## config.mk

```make
export PLATFORM = sky130hd
export DESIGN_NAME = nrz_emph_level
export DESIGN_NICKNAME = d
export VERILOG_FILES = /design/src/rtl/nrz_emph_pkg.sv /design/src/rtl/emph_gain_reg.sv /design/src/rtl/emph_level_calc.sv /design/src/rtl/emph_out_stage.sv /design/src/rtl/nrz_emph_level.sv
export SDC_FILE = /design/constraint.sdc
export NUM_CORES = 1
export LEC_CHECK = 0
export BUFFER_PORTS_ARGS = -buffer_cell sky130_fd_sc_hd__buf_4
export CORE_MARGIN = 5
export CORE_UTILIZATION = 40
export CTS_BUF_LIST = sky130_fd_sc_hd__clkbuf_2
export DETAILED_ROUTE_END_ITERATION = 8
export GPL_ROUTABILITY_DRIVEN = 0
export HOLD_SLACK_MARGIN = 0.06
export PLACE_DENSITY = 0.69
export SYNTH_ARGS = -nofsm -noshare
export SYNTH_HDL_FRONTEND = slang
export SYNTH_SLANG_ARGS = --single-unit
export TNS_END_PERCENT = 10
```

## constraint.sdc

```tcl
create_clock -name clk -period 1.7 [get_ports clk]
set_input_delay 0 -clock clk [delete_from_list [all_inputs] [get_ports clk]]
set_output_delay 0 -clock clk [all_outputs]
set_load 0.01 [all_outputs]
```

## src/rtl/nrz_emph_pkg.sv

```systemverilog
package nrz_emph_pkg;
   localparam int CFG_W        = 8;
   localparam int CODE_W       = 3;
   localparam int EMPH_BIT     = 3;
   localparam int BASE_OFFSET  = 3;
   localparam logic [CODE_W-1:0] CODE_BAD   = 3'b111;
   localparam logic [CODE_W-1:0] CODE_RESET = 3'b011;

   typedef struct packed {
      logic              emph;
      logic [CODE_W-1:0] code;
   } gain_cfg_t;

   function automatic logic cfg_legal(input logic [CFG_W-1:0] d);
      return (d[CFG_W-1:EMPH_BIT+1] == '0) && (d[CODE_W-1:0] != CODE_BAD);
   endfunction
endpackage

```

## src/rtl/emph_gain_reg.sv

```systemverilog
module emph_gain_reg
   import nrz_emph_pkg::*;
(
   input  logic             clk,
   input  logic             rst_n,
   input  logic             wr,
   input  logic [CFG_W-1:0] wdata,
   output gain_cfg_t        cfg,
   output logic             err
);
   gain_cfg_t cfg_q;
   logic      err_q;

   always_ff @(posedge clk or negedge rst_n) begin
      if (!rst_n) begin
         cfg_q <= '{emph: 1'b0, code: CODE_RESET};
         err_q <= 1'b0;
      end else if (wr) begin
         if (cfg_legal(wdata)) begin
            cfg_q <= '{emph: wdata[EMPH_BIT], code: wdata[CODE_W-1:0]};
            err_q <= 1'b0;
         end else begin
            err_q <= 1'b1;
         end
      end
   end

   assign cfg = cfg_q;
   assign err = err_q;
endmodule

```

## src/rtl/emph_level_calc.sv

```systemverilog
module emph_level_calc
   import nrz_emph_pkg::*;
#(
   parameter int LVL_W       = 4,
   parameter int BOOST_STEPS = 2,
   parameter bit EMPH_IMPL   = 1'b1
) (
   input  gain_cfg_t                cfg,
   input  logic                     bit_cur,
   input  logic                     bit_nxt,
   output logic signed [LVL_W-1:0]  level,
   output logic                     boost
);
   localparam int PAD_W = LVL_W - CODE_W;

   logic signed [LVL_W-1:0] base_lvl;

   assign base_lvl = $signed({{PAD_W{1'b0}}, cfg.code}) - LVL_W'(BASE_OFFSET);

   generate
      if (EMPH_IMPL) begin : g_emph
         assign boost = cfg.emph && (bit_cur != bit_nxt);
         assign level = boost ? base_lvl + LVL_W'(BOOST_STEPS) : base_lvl;
      end else begin : g_flat
         logic unused_in;
         assign unused_in = cfg.emph ^ bit_cur ^ bit_nxt;
         assign boost = 1'b0;
         assign level = base_lvl;
      end
   endgenerate
endmodule

```

## src/rtl/emph_out_stage.sv

```systemverilog
module emph_out_stage #(
   parameter int LVL_W = 4
) (
   input  logic                     clk,
   input  logic                     rst_n,
   input  logic                     soft_clr,
   input  logic                     out_en,
   input  logic                     bit_stb,
   input  logic signed [LVL_W-1:0]  level_in,
   input  logic                     boost_in,
   output logic signed [LVL_W-1:0]  level_q,
   output logic                     boost_q
);
   always_ff @(posedge clk or negedge rst_n) begin
      if (!rst_n) begin
         level_q <= '0;
         boost_q <= 1'b0;
      end else if (soft_clr || !out_en) begin
         level_q <= '0;
         boost_q <= 1'b0;
      end else if (bit_stb) begin
         level_q <= level_in;
         boost_q <= boost_in;
      end
   end
endmodule

```

## src/rtl/nrz_emph_level.sv

```systemverilog
module nrz_emph_level
   import nrz_emph_pkg::*;
#(
   parameter int LVL_W       = 4,
   parameter int BOOST_STEPS = 2,
   parameter bit EMPH_IMPL   = 1'b1
) (
   input  logic                     clk,
   input  logic                     rst_n,
   input  logic                     soft_clr,
   input  logic                     cfg_wr,
   input  logic [CFG_W-1:0]         cfg_data,
   input  logic                     bit_stb,
   input  logic                     bit_cur,
   input  logic                     bit_nxt,
   input  logic                     out_en,
   output logic signed [LVL_W-1:0]  level_code,
   output logic                     boost_act,
   output logic                     cfg_err
);
   localparam int MAX_LVL = (2**CODE_W - 2) - BASE_OFFSET + BOOST_STEPS;
   localparam int LVL_LIM = 2**(LVL_W-1) - 1;

   generate
      if (LVL_W <= CODE_W) begin : g_chk_w
         $error("LVL_W must exceed the base code width");
      end
      if (MAX_LVL > LVL_LIM) begin : g_chk_rng
         $error("LVL_W too narrow for boosted maximum level");
      end
      if (BOOST_STEPS < 1) begin : g_chk_bst
         $error("BOOST_STEPS must be positive");
      end
   endgenerate

   gain_cfg_t               cfg;
   logic signed [LVL_W-1:0] lvl_next;
   logic                    boost_next;

   emph_gain_reg i_reg (
      .clk   (clk),
      .rst_n (rst_n),
      .wr    (cfg_wr),
      .wdata (cfg_data),
      .cfg   (cfg),
      .err   (cfg_err)
   );

   emph_level_calc #(
      .LVL_W       (LVL_W),
      .BOOST_STEPS (BOOST_STEPS),
      .EMPH_IMPL   (EMPH_IMPL)
   ) i_calc (
      .cfg     (cfg),
      .bit_cur (bit_cur),
      .bit_nxt (bit_nxt),
      .level   (lvl_next),
      .boost   (boost_next)
   );

   emph_out_stage #(.LVL_W(LVL_W)) i_out (
      .clk      (clk),
      .rst_n    (rst_n),
      .soft_clr (soft_clr),
      .out_en   (out_en),
      .bit_stb  (bit_stb),
      .level_in (lvl_next),
      .boost_in (boost_next),
      .level_q  (level_code),
      .boost_q  (boost_act)
   );
endmodule

```

==> results.md <==
- The startpoint class of the critical path is a register.
- Setup repair after global routing could not meet its margin everywhere.
- After filler insertion, the fill cell instance count of the layout stands at roughly 120.
- The region available for standard cell placement spans about 0.0013 mm2.
- In this run the worst path has a maximum fanout of 4.
- The vias after detailed routing is 467.
- The critical path class is register to register.
- The detailed placer's ending HPWL is 868 um.
- The floorplan has 13 rows.
- The max-cap check violation count is 0.
- IR analysis of the VDD net gives a maximum drop of about 0.45 mV.
- Once the clock tree was built, the resizer swapped 0 gates to a different size.
- For the worst setup path, the data required time is between 1500 and 2000 ps.
- The finished layout holds 93 standard cells, fillers aside.
- The number of global-route vias before repair came to around 470.
- In this run the static leakage power is about 0.36 nW.
- The first-pass detailed-route iteration total is 3.
- The run finished with clean final reports.
- The overall overflow remaining after global route is 0.
- Relative to the synthesized area, the layout overhead comes to 49.6%.
- The cell count after synthesis came out at 47.
- The final number of hold-violating endpoints is 0.
- The signal on the critical path passes through ha_1 > xnor2_1 > ha_1 > nand3_1 > xor2_1 > a211oi_2.
- The arrival time of data at the critical path endpoint is 1780 ps.
- Before CTS, the worst setup slack after placement is between 80 and 90 ps.
- For the pin with the worst max-slew slack, the measured transition is roughly 290 ps.
- The post-route cell area is 788 um2.
- The element type at the critical path end is a register.
- The average detailed-routed wire length per instance is 12.4 um.
- The post-CTS repair timing setup buffer count is 0.
- The fmax is 0.623 GHz.
- Synthesis instantiated 21 different standard cells from the library.
- The I/O pin count is 22.
- The largest individual stage delay along the critical path comes from the cell sky130_fd_sc_hd__dfstp_2.
- The floorplan step set the die height to 46.3 um.
- The max-slew violation total from the final report is 0.
- The delay of the slowest critical-path stage is between 500 and 600 ps.
- The residual DRC count is 0.
- In this design, the largest share of critical-path delay is due to flip-flops.
- The type of the tightest min-delay check is input pin to async pin.
- The first global-routing pass estimated roughly 1900 um of wire.
- Entering global routing, the biggest net connects 11 pins.
- The number of storage elements in the synthesis netlist is 10.
- The net count after synthesis is 65.
- The smallest clock period supported by the final layout is computed as ~1600 ps.
- The number of antenna violations at the first check in global routing is 0.
- Dividing the synthesized area by the synthesized cell count gives between 10 and 15 um2.
- The power per cell area is approximately 840 mW/mm2.
- The final layout contains 97 nets.
- Measured against its own limit, the worst slew margin works out to approximately 80%.
- The total of warnings raised by yosys is 0.
- The count of nets left with antenna violations once routing finished came out at 0.
- The initial utilization of the core area, before any placement, comes to roughly two fifths.
- Setup violations remaining at the end of the flow were counted as 0.
- In this run the deepest clock path goes through 2 buffers.
- The placed standard-cell area is about 700 um2.
- The die is 46.3 um wide.
- The clock insertion delay at the later pin of the skew report is about 260 ps.
- 0 antenna diodes ended up in the layout.
- Buffers inserted during clock tree synthesis total 3.
- The total track usage is roughly an eighth.
- The layout cell share with drive strength beyond 1 is approximately 44%.
- After detailed routing, the number of vias per cell comes to about 5.
- The number of buffers and inverters on the critical path is 0.
- The area of the die is around 0.0021 mm2.
- The area taken by flip-flops and latches is 253 um2.
- The setup slack of the critical path after layout is ~94 ps.
- Summing the sequential cell areas from Yosys gives between 40% and 50% of the chip area.
- The cell type with the highest occurrence count on the critical path is sky130_fd_sc_hd__ha_1.
- The post-CTS clock slew at the launch and capture registers of the worst setup and hold paths is 110 ps.
- The multi-input combinational cell area is approximately 270 um2.
- The worst-case clock skew is 7.07 ps.
- For this block, the initial DRC count from the detailed router was 8.
- Wires add up to around 1200 um.
- The mapped netlist covers about 530 um2.
- The H-tree level count is 1.
- TritonCTS built the clock tree.
- The TritonCTS sink count is 10.
- The clock root buffer is sky130_fd_sc_hd__clkbuf_2.
- Buffers placed on the I/O ports in this run total 21.
- The instance count after placement with tap cells included is 82.
- After layout, the worst path uses between 90% and 100% of the clock period.
[path summary, 6_finish.rpt]
check | startpoint | end | slack [ps] | cells after the start
max reg2reg | i_reg.cfg[0] | i_out.level_q[3] | 90 | 6
max | i_reg.cfg[0] | i_out.level_q[3] | 90 | 6
min in group clk | bit_cur | i_out.boost_q | 100 | 4
min reg2reg | i_reg.err | i_reg.err | 510 | 2
max in group asynchronous | rst_n | i_reg.cfg[0] | 1390 | 2
min | rst_n | i_reg.cfg[3] | 90 | 2
[stage by stage]
stage	setup TNS (ps)	total power, mW	utilization, %	hold slack (ps)
2_1_floorplan	0	0.436	-	-296
3_3_place_gp	0	0.508	55.1	-164
3_5_place_dp	0	0.518	55.1	-164
4_1_cts	0	0.669	62.1	82.3
5_1_grt	-22.7	0.710	62.1	91.7
6_report	0	0.662	62.1	90.7
[layout by cell type, fill, tap and decap left out, types with 2 or more instances in the layout]
| cell type | instances |
|---|---|
| sky130_fd_sc_hd__a21oi_1 | 5 |
| sky130_fd_sc_hd__dfstp_2 | 2 |
| sky130_fd_sc_hd__nand2b_1 | 2 |
| sky130_fd_sc_hd__buf_4 | 21 |
| sky130_fd_sc_hd__nand3_1 | 3 |
| sky130_fd_sc_hd__dfrtp_1 | 8 |
| sky130_fd_sc_hd__ha_1 | 2 |
| sky130_fd_sc_hd__nor2_1 | 6 |
| sky130_fd_sc_hd__dlygate4sd3_1 | 7 |
| sky130_fd_sc_hd__clkbuf_2 | 3 |
| sky130_fd_sc_hd__nand2_1 | 2 |
| sky130_fd_sc_hd__xor2_1 | 3 |
| sky130_fd_sc_hd__o22a_2 | 3 |
[power by group]
group          switching [mW]  internal [mW]  total [mW]
Clock                  0.0867         0.0511       0.138
Sequential             0.0294          0.279       0.308
Combinational          0.0963          0.120       0.216
[synthesized netlist by cell type]
master / n / area (um2)
sky130_fd_sc_hd__a211oi_2: 1 / 12.5
sky130_fd_sc_hd__nor2_1: 6 / 22.5
sky130_fd_sc_hd__clkbuf_1: 1 / 3.75
sky130_fd_sc_hd__dfstp_2: 2 / 52.6
sky130_fd_sc_hd__o22a_2: 3 / 30.0
sky130_fd_sc_hd__nor4_2: 1 / 12.5
sky130_fd_sc_hd__a31oi_4: 1 / 21.3
sky130_fd_sc_hd__nand3_1: 3 / 15.0
sky130_fd_sc_hd__nand2_1: 2 / 7.51
sky130_fd_sc_hd__a311oi_1: 1 / 8.76
sky130_fd_sc_hd__ha_1: 2 / 25.0
sky130_fd_sc_hd__mux2_4: 1 / 15.0
sky130_fd_sc_hd__inv_1: 1 / 3.75
sky130_fd_sc_hd__dfrtp_1: 8 / 200
sky130_fd_sc_hd__mux2i_1: 1 / 10.0
sky130_fd_sc_hd__a21oi_1: 5 / 25.0
sky130_fd_sc_hd__nand2_2: 1 / 6.26
sky130_fd_sc_hd__nand2b_1: 2 / 12.5
sky130_fd_sc_hd__a211oi_1: 1 / 7.51
sky130_fd_sc_hd__xor2_1: 3 / 26.3
sky130_fd_sc_hd__xnor2_1: 1 / 8.76
[timing repair]
item	in CTS	in global routing
hold endpoints to repair	19	0
hold buffers	7	0
setup endpoints to repair	0	1
[area by class of cell]
class | instances | area share, %
multi-input cells | 35 | 33.8
flip-flops and latches | 10 | 32.1
inverters | 1 | 0.476
clock buffers | 3 | 1.90
well taps | 15 | 2.38
clock inverters | 1 | 0.476
repair buffers | 28 | 28.9
[worst register-to-register path: stages (launching register included)]
cell and delay, ps:
sky130_fd_sc_hd__dfstp_2 570, sky130_fd_sc_hd__ha_1 160, sky130_fd_sc_hd__xnor2_1 140, sky130_fd_sc_hd__ha_1 180, sky130_fd_sc_hd__nand3_1 70, sky130_fd_sc_hd__xor2_1 180
sky130_fd_sc_hd__a211oi_2 200
[cells by family after synthesis]
group / after synthesis / synth area share (%)
and+or+nand+nor: 15 / 14.5
buffers and inverters: 2 / 1.42
adders and majority gates: 2 / 4.75
xor gates and xnor gates: 4 / 6.65
DFF: 10 / 48.0
AOI/OAI and AO/OA: 12 / 20.0
muxes: 2 / 4.75
[state kept, by name, indices dropped and copies added, names as in the netlist]
name           flops
i_reg.err          1
i_out.boost_q      1
i_out.level_q      4
i_reg.cfg          4
[per-layer routing]
| layer | part of all wire [%] | GRT usage (%) | vias up |
|---|---|---|---|
| li1 | - | - | 230 |
| met1 | 38 | 13.1 | 216 |
| met2 | 52 | 23.6 | 17 |
| met3 | 7.0 | 2.34 | 4 |
| met4 | 2.6 | 10.2 | 0 |
| met5 | 0 | 0 | - |
Note: power is estimated with default switching activity, not from simulation.
